<file path="config.mk">
export PLATFORM = sky130hd
export DESIGN_NAME = rd_gate_hunt
export DESIGN_NICKNAME = d
export VERILOG_FILES = /design/src/rtl/rd_gate_hunt.sv
export SDC_FILE = /design/constraint.sdc
export NUM_CORES = 1
export LEC_CHECK = 0
export ABC_AREA = 1
export BUFFER_PORTS_ARGS = -buffer_cell sky130_fd_sc_hd__buf_4
export CAP_MARGIN = 20
export CORE_MARGIN = 4
export CORE_UTILIZATION = 31
export CTS_CLUSTER_SIZE = 40
export DETAILED_ROUTE_END_ITERATION = 8
export GPL_ROUTABILITY_DRIVEN = 0
export PLACE_DENSITY_LB_ADDON = 0.2
export RECOVER_POWER = 25
export SETUP_SLACK_MARGIN = 0.02
export SLEW_MARGIN = 20
export SYNTH_ARGS = -nofsm -noshare
export SYNTH_HDL_FRONTEND = slang
export SYNTH_SLANG_ARGS = --single-unit
</file>
<file path="constraint.sdc">
create_clock -name clk -period 2.23 [get_ports clk]
set_clock_uncertainty 0.1 [all_clocks]
set_input_delay 0.446 -clock clk [delete_from_list [all_inputs] [get_ports clk]]
set_output_delay 0.446 -clock clk [all_outputs]
set_load 0.02 [all_outputs]
</file>
<file path="src/rtl/rd_gate_hunt.sv">
module rd_gate_hunt #(
  parameter int FM_RUN  = 2,
  parameter int MFM_RUN = 4,
  parameter int FM_WIN  = 10,
  parameter int MFM_WIN = 16
) (
  input  logic       clk,
  input  logic       rst_n,
  input  logic       search_en,
  input  logic       fm_sel,
  input  logic       byte_vld,
  input  logic [7:0] byte_data,
  input  logic       mark_hit,
  input  logic       field_end,
  output logic       rd_gate
);

  localparam int RUN_MAX = (FM_RUN > MFM_RUN) ? FM_RUN : MFM_RUN;
  localparam int WIN_MAX = (FM_WIN > MFM_WIN) ? FM_WIN : MFM_WIN;
  localparam int RUN_W   = $clog2(RUN_MAX + 1);
  localparam int WIN_W   = $clog2(WIN_MAX + 1);

  typedef enum logic [1:0] {HUNT, ARMED, HELD} st_t;

  st_t              st;
  logic [RUN_W-1:0] run_cnt;
  logic [WIN_W-1:0] win_cnt;

  wire              is_sync  = (byte_data == 8'h00) || (!fm_sel && byte_data == 8'hFF);
  wire [RUN_W-1:0]  run_need = fm_sel ? RUN_W'(FM_RUN) : RUN_W'(MFM_RUN);
  wire [WIN_W-1:0]  win_lim  = fm_sel ? WIN_W'(FM_WIN) : WIN_W'(MFM_WIN);
  wire [RUN_W-1:0]  run_nxt  = run_cnt + 1'b1;
  wire [WIN_W-1:0]  win_nxt  = win_cnt + 1'b1;

  always_ff @(posedge clk) begin
    if (!rst_n || !search_en || field_end) begin
      st      <= HUNT;
      run_cnt <= '0;
      win_cnt <= '0;
    end else begin
      case (st)
        HUNT: if (byte_vld) begin
          if (!is_sync) begin
            run_cnt <= '0;
          end else if (run_nxt >= run_need) begin
            run_cnt <= '0;
            win_cnt <= '0;
            st      <= ARMED;
          end else begin
            run_cnt <= run_nxt;
          end
        end
        ARMED: if (mark_hit) begin
          win_cnt <= '0;
          st      <= HELD;
        end else if (byte_vld) begin
          if (win_nxt >= win_lim) begin
            win_cnt <= '0;
            st      <= HUNT;
          end else begin
            win_cnt <= win_nxt;
          end
        end
        HELD: ;
        default: st <= HUNT;
      endcase
    end
  end

  assign rd_gate = (st != HUNT);

  p_idle_low_r1: assert property (@(posedge clk) disable iff (!rst_n)
    !search_en |=> !rd_gate);

  p_end_drops_r10: assert property (@(posedge clk) disable iff (!rst_n)
    field_end |=> !rd_gate);

  p_rise_on_sync_r2: assert property (@(posedge clk) disable iff (!rst_n)
    $rose(rd_gate) |-> $past(byte_vld && is_sync));

  p_held_stays_r9: assert property (@(posedge clk) disable iff (!rst_n)
    (st == HELD && search_en && !field_end) |=> rd_gate);

  p_win_bound_r7: assert property (@(posedge clk) disable iff (!rst_n)
    win_cnt < WIN_W'(WIN_MAX));

  p_no_mark_lock_r11: assert property (@(posedge clk) disable iff (!rst_n)
    (st == HUNT) |=> (st != HELD));

endmodule

</file>
==> impl_results.md, run 1 <==
* Status: completed
* Hold Path End: run_cnt[2]
* Slew @ Worst Pin at 417 ps
* Height of the die at 58.0 um
* Routed WL per cell at 9.04 um
* R2R Path Start: win_cnt[0]
* Critical Path End Type: register
* Slowest-stage cell, CP: dfxtp_2
* HPWL after DPL at 1220 um
* Buffers on Ports at 15
* CP arrival at 2130 ps
* Largest net degree at the start of global routing at 8
* Reg2Reg Depth at 10
* Delay-heaviest family, CP: simple AND/OR/NAND/NOR gates
* Max rail drop VDD at 0.237 mV
* Clock Latency Late Sink at 260 ps
* Crit path largest cell delay at 340 ps
* Cells after Synth at 124
* Post-route DRC at 0
* Warnings from Yosys at 0
* Overall routing resource usage at 10.9%
* Max-Cap Viols at 0
* HP Start: run_cnt[2]
* Post-CTS Hold Buffers at 0
* Clock-pin slew on the worst setup and hold paths at 60 ps
* DRT antenna net count at 0
* Worst R2R End: win_cnt[1]
* Classification of the worst setup path: reg -> reg
* Leakage power at 0.000457 uW
* Startpoint types: register
* Via Count at 758
* Max Slew Vio Count at 0
* Final wirelength at 1540 um
* Syn Area/Cell at 6.26 um2
* Clock buffer count from CTS at 3
* Yosys reg bits at 10
* Total Power at 341 uW
* CTS tree: built
* Die area at 0.00337 mm2
* Final core occ at 41.4%
* Cell Chain, Critical Path: ha_1 -> nand3_1 -> xor2_2 -> inv_1 -> ha_1 -> nor4_4 -> nand2_2 -> o21ai_0 -> nand2_1 -> nor2_1
* Post-CTS sizing at 0
* CTS H-Tree Depth at 1
* Worst EP required at 2330 ps
* RSZ-0062 raised after global routing: no
* Syn-to-layout area delta at 22.6%
* Top_reg_cell synth: dfxtp_1
* Ratio of cells with drive above 1 in the final layout at 16.9%
* Hold Vio Cnt, Final at 0
* FP Rows at 17
* Crit path max fanout at 5
* Diode count at 0
* # IOs at 16
* Setup TNS at 0 ps
* Net Count, Synth at 146
* Number of global-route vias before repair at 714
* CP most frequent cell: ha_1
* Post-synthesis cell type count at 19
* Max Root-Sink Buffers at 2
* Final Critical Period at 2030 ps
* 1st-iter DRT viols at 13
* Post-CTS Repair Setup Buffers at 0
* DR pass1 iterations at 4
* Sequential fraction of the synthesis area at 25.8%
* Asr flop ratio synth at 0%
* Initial antenna violation count at 0
* Rel. slew slack at 72.1%
* Setup violators final at 0
* First-pass GRT wire length at 2870 um
* Core Region at 0.00230 mm2
* Initial Utilization at 33.8%
* CTS sink cnt at 10
* Crit share post-route at 91.0%
* Syn Std Cell Area at 776 um2
* CP bufs+invs at 1
* CTS Root Cell: clkbuf_4
* FF-to-FF setup slack at 200 ps
* Power per cell area at 359 mW/mm2
* WHS at 378 ps
* Die Wd at 58.0 um
* Fmax at 493 MHz
* Post-synth EDFFs at 0
* Post-layout nets at 166
* Congestion Overflow GR at 0
* HP Class: reg -> reg
* Vias/cell at 4.46
* Cell count of the worst hold path at 2
final cells by class:
class | count | area, um2
clock buffer | 3 | 22.5
fill | 241 | 1350
inverter | 28 | 105
multi-input combinational | 86 | 478
sequential | 10 | 201
tap | 28 | 35.0
timing repair buffer | 15 | 109
registers in the layout (all words and copies together) (netlist names):
signal and flops:
win_cnt 5, run_cnt 3, st 2
per-stage QoR:
step | setup WS (ps) | cells | instance area (um2)
after floorplan | 359 | 124 | 776
after global placement | 198 | 167 | 923
after detailed placement | 203 | 167 | 923
after CTS | 193 | 170 | 946
after global routing | 7.85 | 170 | 951
final | 201 | 170 | 951
where the power goes:
group	internal [uW]	switching [uW]
registers	179	0.0253
clock network	62.0	55.4
logic	24.1	21.0
total	265	76.4
synthesized netlist by cell type (2+ instances only):
cell,count,share of area [%]
o21ai_0,7,4.5
dfxtp_1,10,26
a21oi_1,7,4.5
nand4_1,2,1.6
nand2_1,32,15
ha_1,7,11
nor2_1,13,6.3
xor2_1,2,2.3
inv_1,27,13
nand3_1,7,4.5
or2_1,2,1.6
layer usage:
metal  share of wire [%]  up-vias  track usage [%]
met5                   0        -                0
met4                 2.7        0             7.95
met3                 5.2        4             2.00
met2                  41       13             15.3
met1                  51      322             14.5
li1                    -      419                -
layout by cell type, fill, tap and decap left out, drive strengths merged:
cell	synthesis	layout
inv	28	28
dfxtp	10	10
or2	2	2
ha	7	7
nor2	15	15
nand4	2	2
and2	2	2
clkbuf	0	5
nand2	33	33
o21ai	7	7
buf	0	13
nor4	1	1
xnor2	1	1
xor2	2	2
a21oi	7	7
nand3	7	7
cell families (layout without fill, tap and decap cells):
kind of cell | count (synthesis) | after routing | synth area share (%)
compound gates | 14 | 14 | 9.03
xor+xnor | 3 | 3 | 3.39
fa+ha+maj | 7 | 7 | 11.3
buf+inv | 28 | 46 | 13.5
flops | 10 | 10 | 25.8
simple gates | 62 | 62 | 36.9
tightest hold or removal path, cell delays in order (launching register included):
cell and delay [ps]:
dfxtp_1 320, nand2_1 60, a21oi_1 50
worst max path at each step:
stage / slack (ps) / cells past startpoint / start / endpoint
2_1_floorplan: 360 / 12 / run_cnt[0] / win_cnt[1]
3_3_place_gp: 200 / 12 / run_cnt[0] / win_cnt[1]
3_5_place_dp: 200 / 12 / run_cnt[0] / win_cnt[1]
4_1_cts: 190 / 12 / run_cnt[0] / win_cnt[1]
5_1_grt: 8 / 10 / win_cnt[1] / win_cnt[1]
6_report: 200 / 10 / win_cnt[0] / win_cnt[1]
Note: power is estimated with default switching activity, not from simulation.
==> run 2, diff against run 1 <==
==> constraint.sdc (replaced) <==
create_clock -name clk -period 2.6 [get_ports clk]
set_clock_uncertainty 0.1 [all_clocks]
set_input_delay 0.52 -clock clk [delete_from_list [all_inputs] [get_ports clk]]
set_output_delay 0.52 -clock clk [all_outputs]
set_load 0.02 [all_outputs]
==> impl_results.md, run 2 (synthesis gave the netlist of run 1 again) <==
* Status: completed
* Initial Utilization at 33.8%
* Worst setup margin at 568 ps
* Die area at 0.00337 mm2
* Setup crit start: run_cnt[0]
* HP Class: reg -> reg
* Crit share post-route at 78.2%
* Diode count at 0
* Delay-heaviest family, CP: adder cells
* Congestion Overflow GR at 0
* Critical Path End Type: register
* # IOs at 16
* Storage cell area at 200 um2
* Worst R2R End: win_cnt[2]
* Most frequent cells in the layout: nand2_1 (32), inv_1 (27), buf_4 (14)
* Routed WL per cell at 9.50 um
* Worst EP required at 2670 ps
* Core Region at 0.00230 mm2
* CP bufs+invs at 3
* Slew @ Worst Pin at 429 ps
* Via Count at 761
* CP endpoint: win_cnt[2]
* Final wirelength at 1620 um
* CTS tree: built
* Vias/cell at 4.45
* Crit path largest cell delay at 330 ps
* Initial antenna violation count at 0
* First-pass GRT wire length at 2840 um
* Post-route DRC at 0
* DR pass1 iterations at 4
* 1st-iter DRT viols at 12
* Rel. slew slack at 71.3%
* Commonest non-fill, non-tap cell in the layout: nand2_1
* Setup violators final at 0
* FF-to-FF setup slack at 570 ps
* Fill cells at 262
* CTS Root Cell: clkbuf_4
* Height of the die at 58.0 um
* Largest net degree at the start of global routing at 8
* Reg2Reg Depth at 12
* Ratio of cells with drive above 1 in the final layout at 16.8%
* Most flops, register: win_cnt
* Max Slew Vio Count at 0
* WHS at 374 ps
* DRT antenna net count at 0
* Buffers on Ports at 15
* Post-CTS Hold Buffers at 0
* Fmax at 492 MHz
* Final Critical Period at 2030 ps
* Number of global-route vias before repair at 703
* Clock-pin slew on the worst setup and hold paths at 70 ps
* Clock Latency Late Sink at 260 ps
* R2R Path Start: run_cnt[0]
* Cell Chain, Critical Path: ha_1 -> xnor2_1 -> inv_1 -> ha_1 -> nand2_1 -> nand2_1 -> o21ai_0 -> nor2_4 -> inv_1 -> nand2_1 -> inv_1 -> nor2_1
* Crit path max fanout at 7
* Startpoint types: register
* Final core occ at 41.8%
* Slowest-stage cell, CP: dfxtp_1
* Post-CTS sizing at 0
* Leakage power at 0.000467 uW
* CTS sink cnt at 10
* Post-layout nets at 166
* Clock buffer count from CTS at 3
* Footprint of the multi-input gates at 470 um2
* Largest register FFs at 5
* Max rail drop VDD at 0.300 mV
* CTS H-Tree Depth at 1
* Max-Cap Viols at 0
* Biggest regs: win_cnt (5), run_cnt (3), st (2)
* Classification of the worst setup path: reg -> reg
* RSZ-0062 raised after global routing: no
* FP Rows at 17
* Pre-CTS setup slack at 524 ps
* Setup TNS at 0 ps
* Max Root-Sink Buffers at 2
* Syn-to-layout area delta at 23.7%
* Overall routing resource usage at 10.7%
* HPWL after DPL at 1300 um
* Die Wd at 58.0 um
* Cell depth of the worst setup path at 12
* Power per cell area at 348 mW/mm2
* Hold Vio Cnt, Final at 0
* Post-CTS Repair Setup Buffers at 0
* CP arrival at 2100 ps
==> run 2: worst min path at each step <==
stage	from	to	slack (ps)	cells after the start
floorplan	run_cnt[1]	run_cnt[1]	350	2
global placement	run_cnt[1]	run_cnt[1]	360	2
detailed placement	run_cnt[1]	run_cnt[1]	370	2
CTS	run_cnt[1]	run_cnt[1]	380	2
global route	run_cnt[1]	run_cnt[1]	400	2
finish	run_cnt[1]	run_cnt[1]	370	2
==> run 2: worst min-delay path, cell delays in order, from the launching register on <==
cell	delay, ps
dfxtp_1	320
nand2_1	60
a21oi_1	50
==> run 2: metrics by stage <==
step / instance area (um2) / power, uW / cells
4_1_cts: 960 / 344 / 171
5_1_grt: 960 / 353 / 171
6_report: 960 / 334 / 171
3_5_place_dp: 923 / 196 / 167
2_1_floorplan: 776 / 173 / 124
3_3_place_gp: 923 / 195 / 167
==> run 2: layer usage <==
metal  vias up  GRT usage [%]  share of wire (%)
met4         0           2.98                1.0
met1       327           13.4                 48
met2        11           17.6                 45
met5         -              0                  0
met3         2           3.34                5.5
li1        421              -                  -
==> run 2: area by class of cell <==
class / instances / area share, %
clock buffers: 4 / 3.78
inverters: 28 / 11.0
multi-input cells: 86 / 49.0
flip-flops and latches: 10 / 20.9
well taps: 28 / 3.65
repair buffers: 15 / 11.7
==> run 2: report_power, final <==
group          leakage, uW  switching [uW]  internal [uW]  total, uW
clock            0.0000210            56.7           84.9        142
sequential       0.0000805          0.0219            153        153
combinational     0.000365            18.6           20.7       39.3
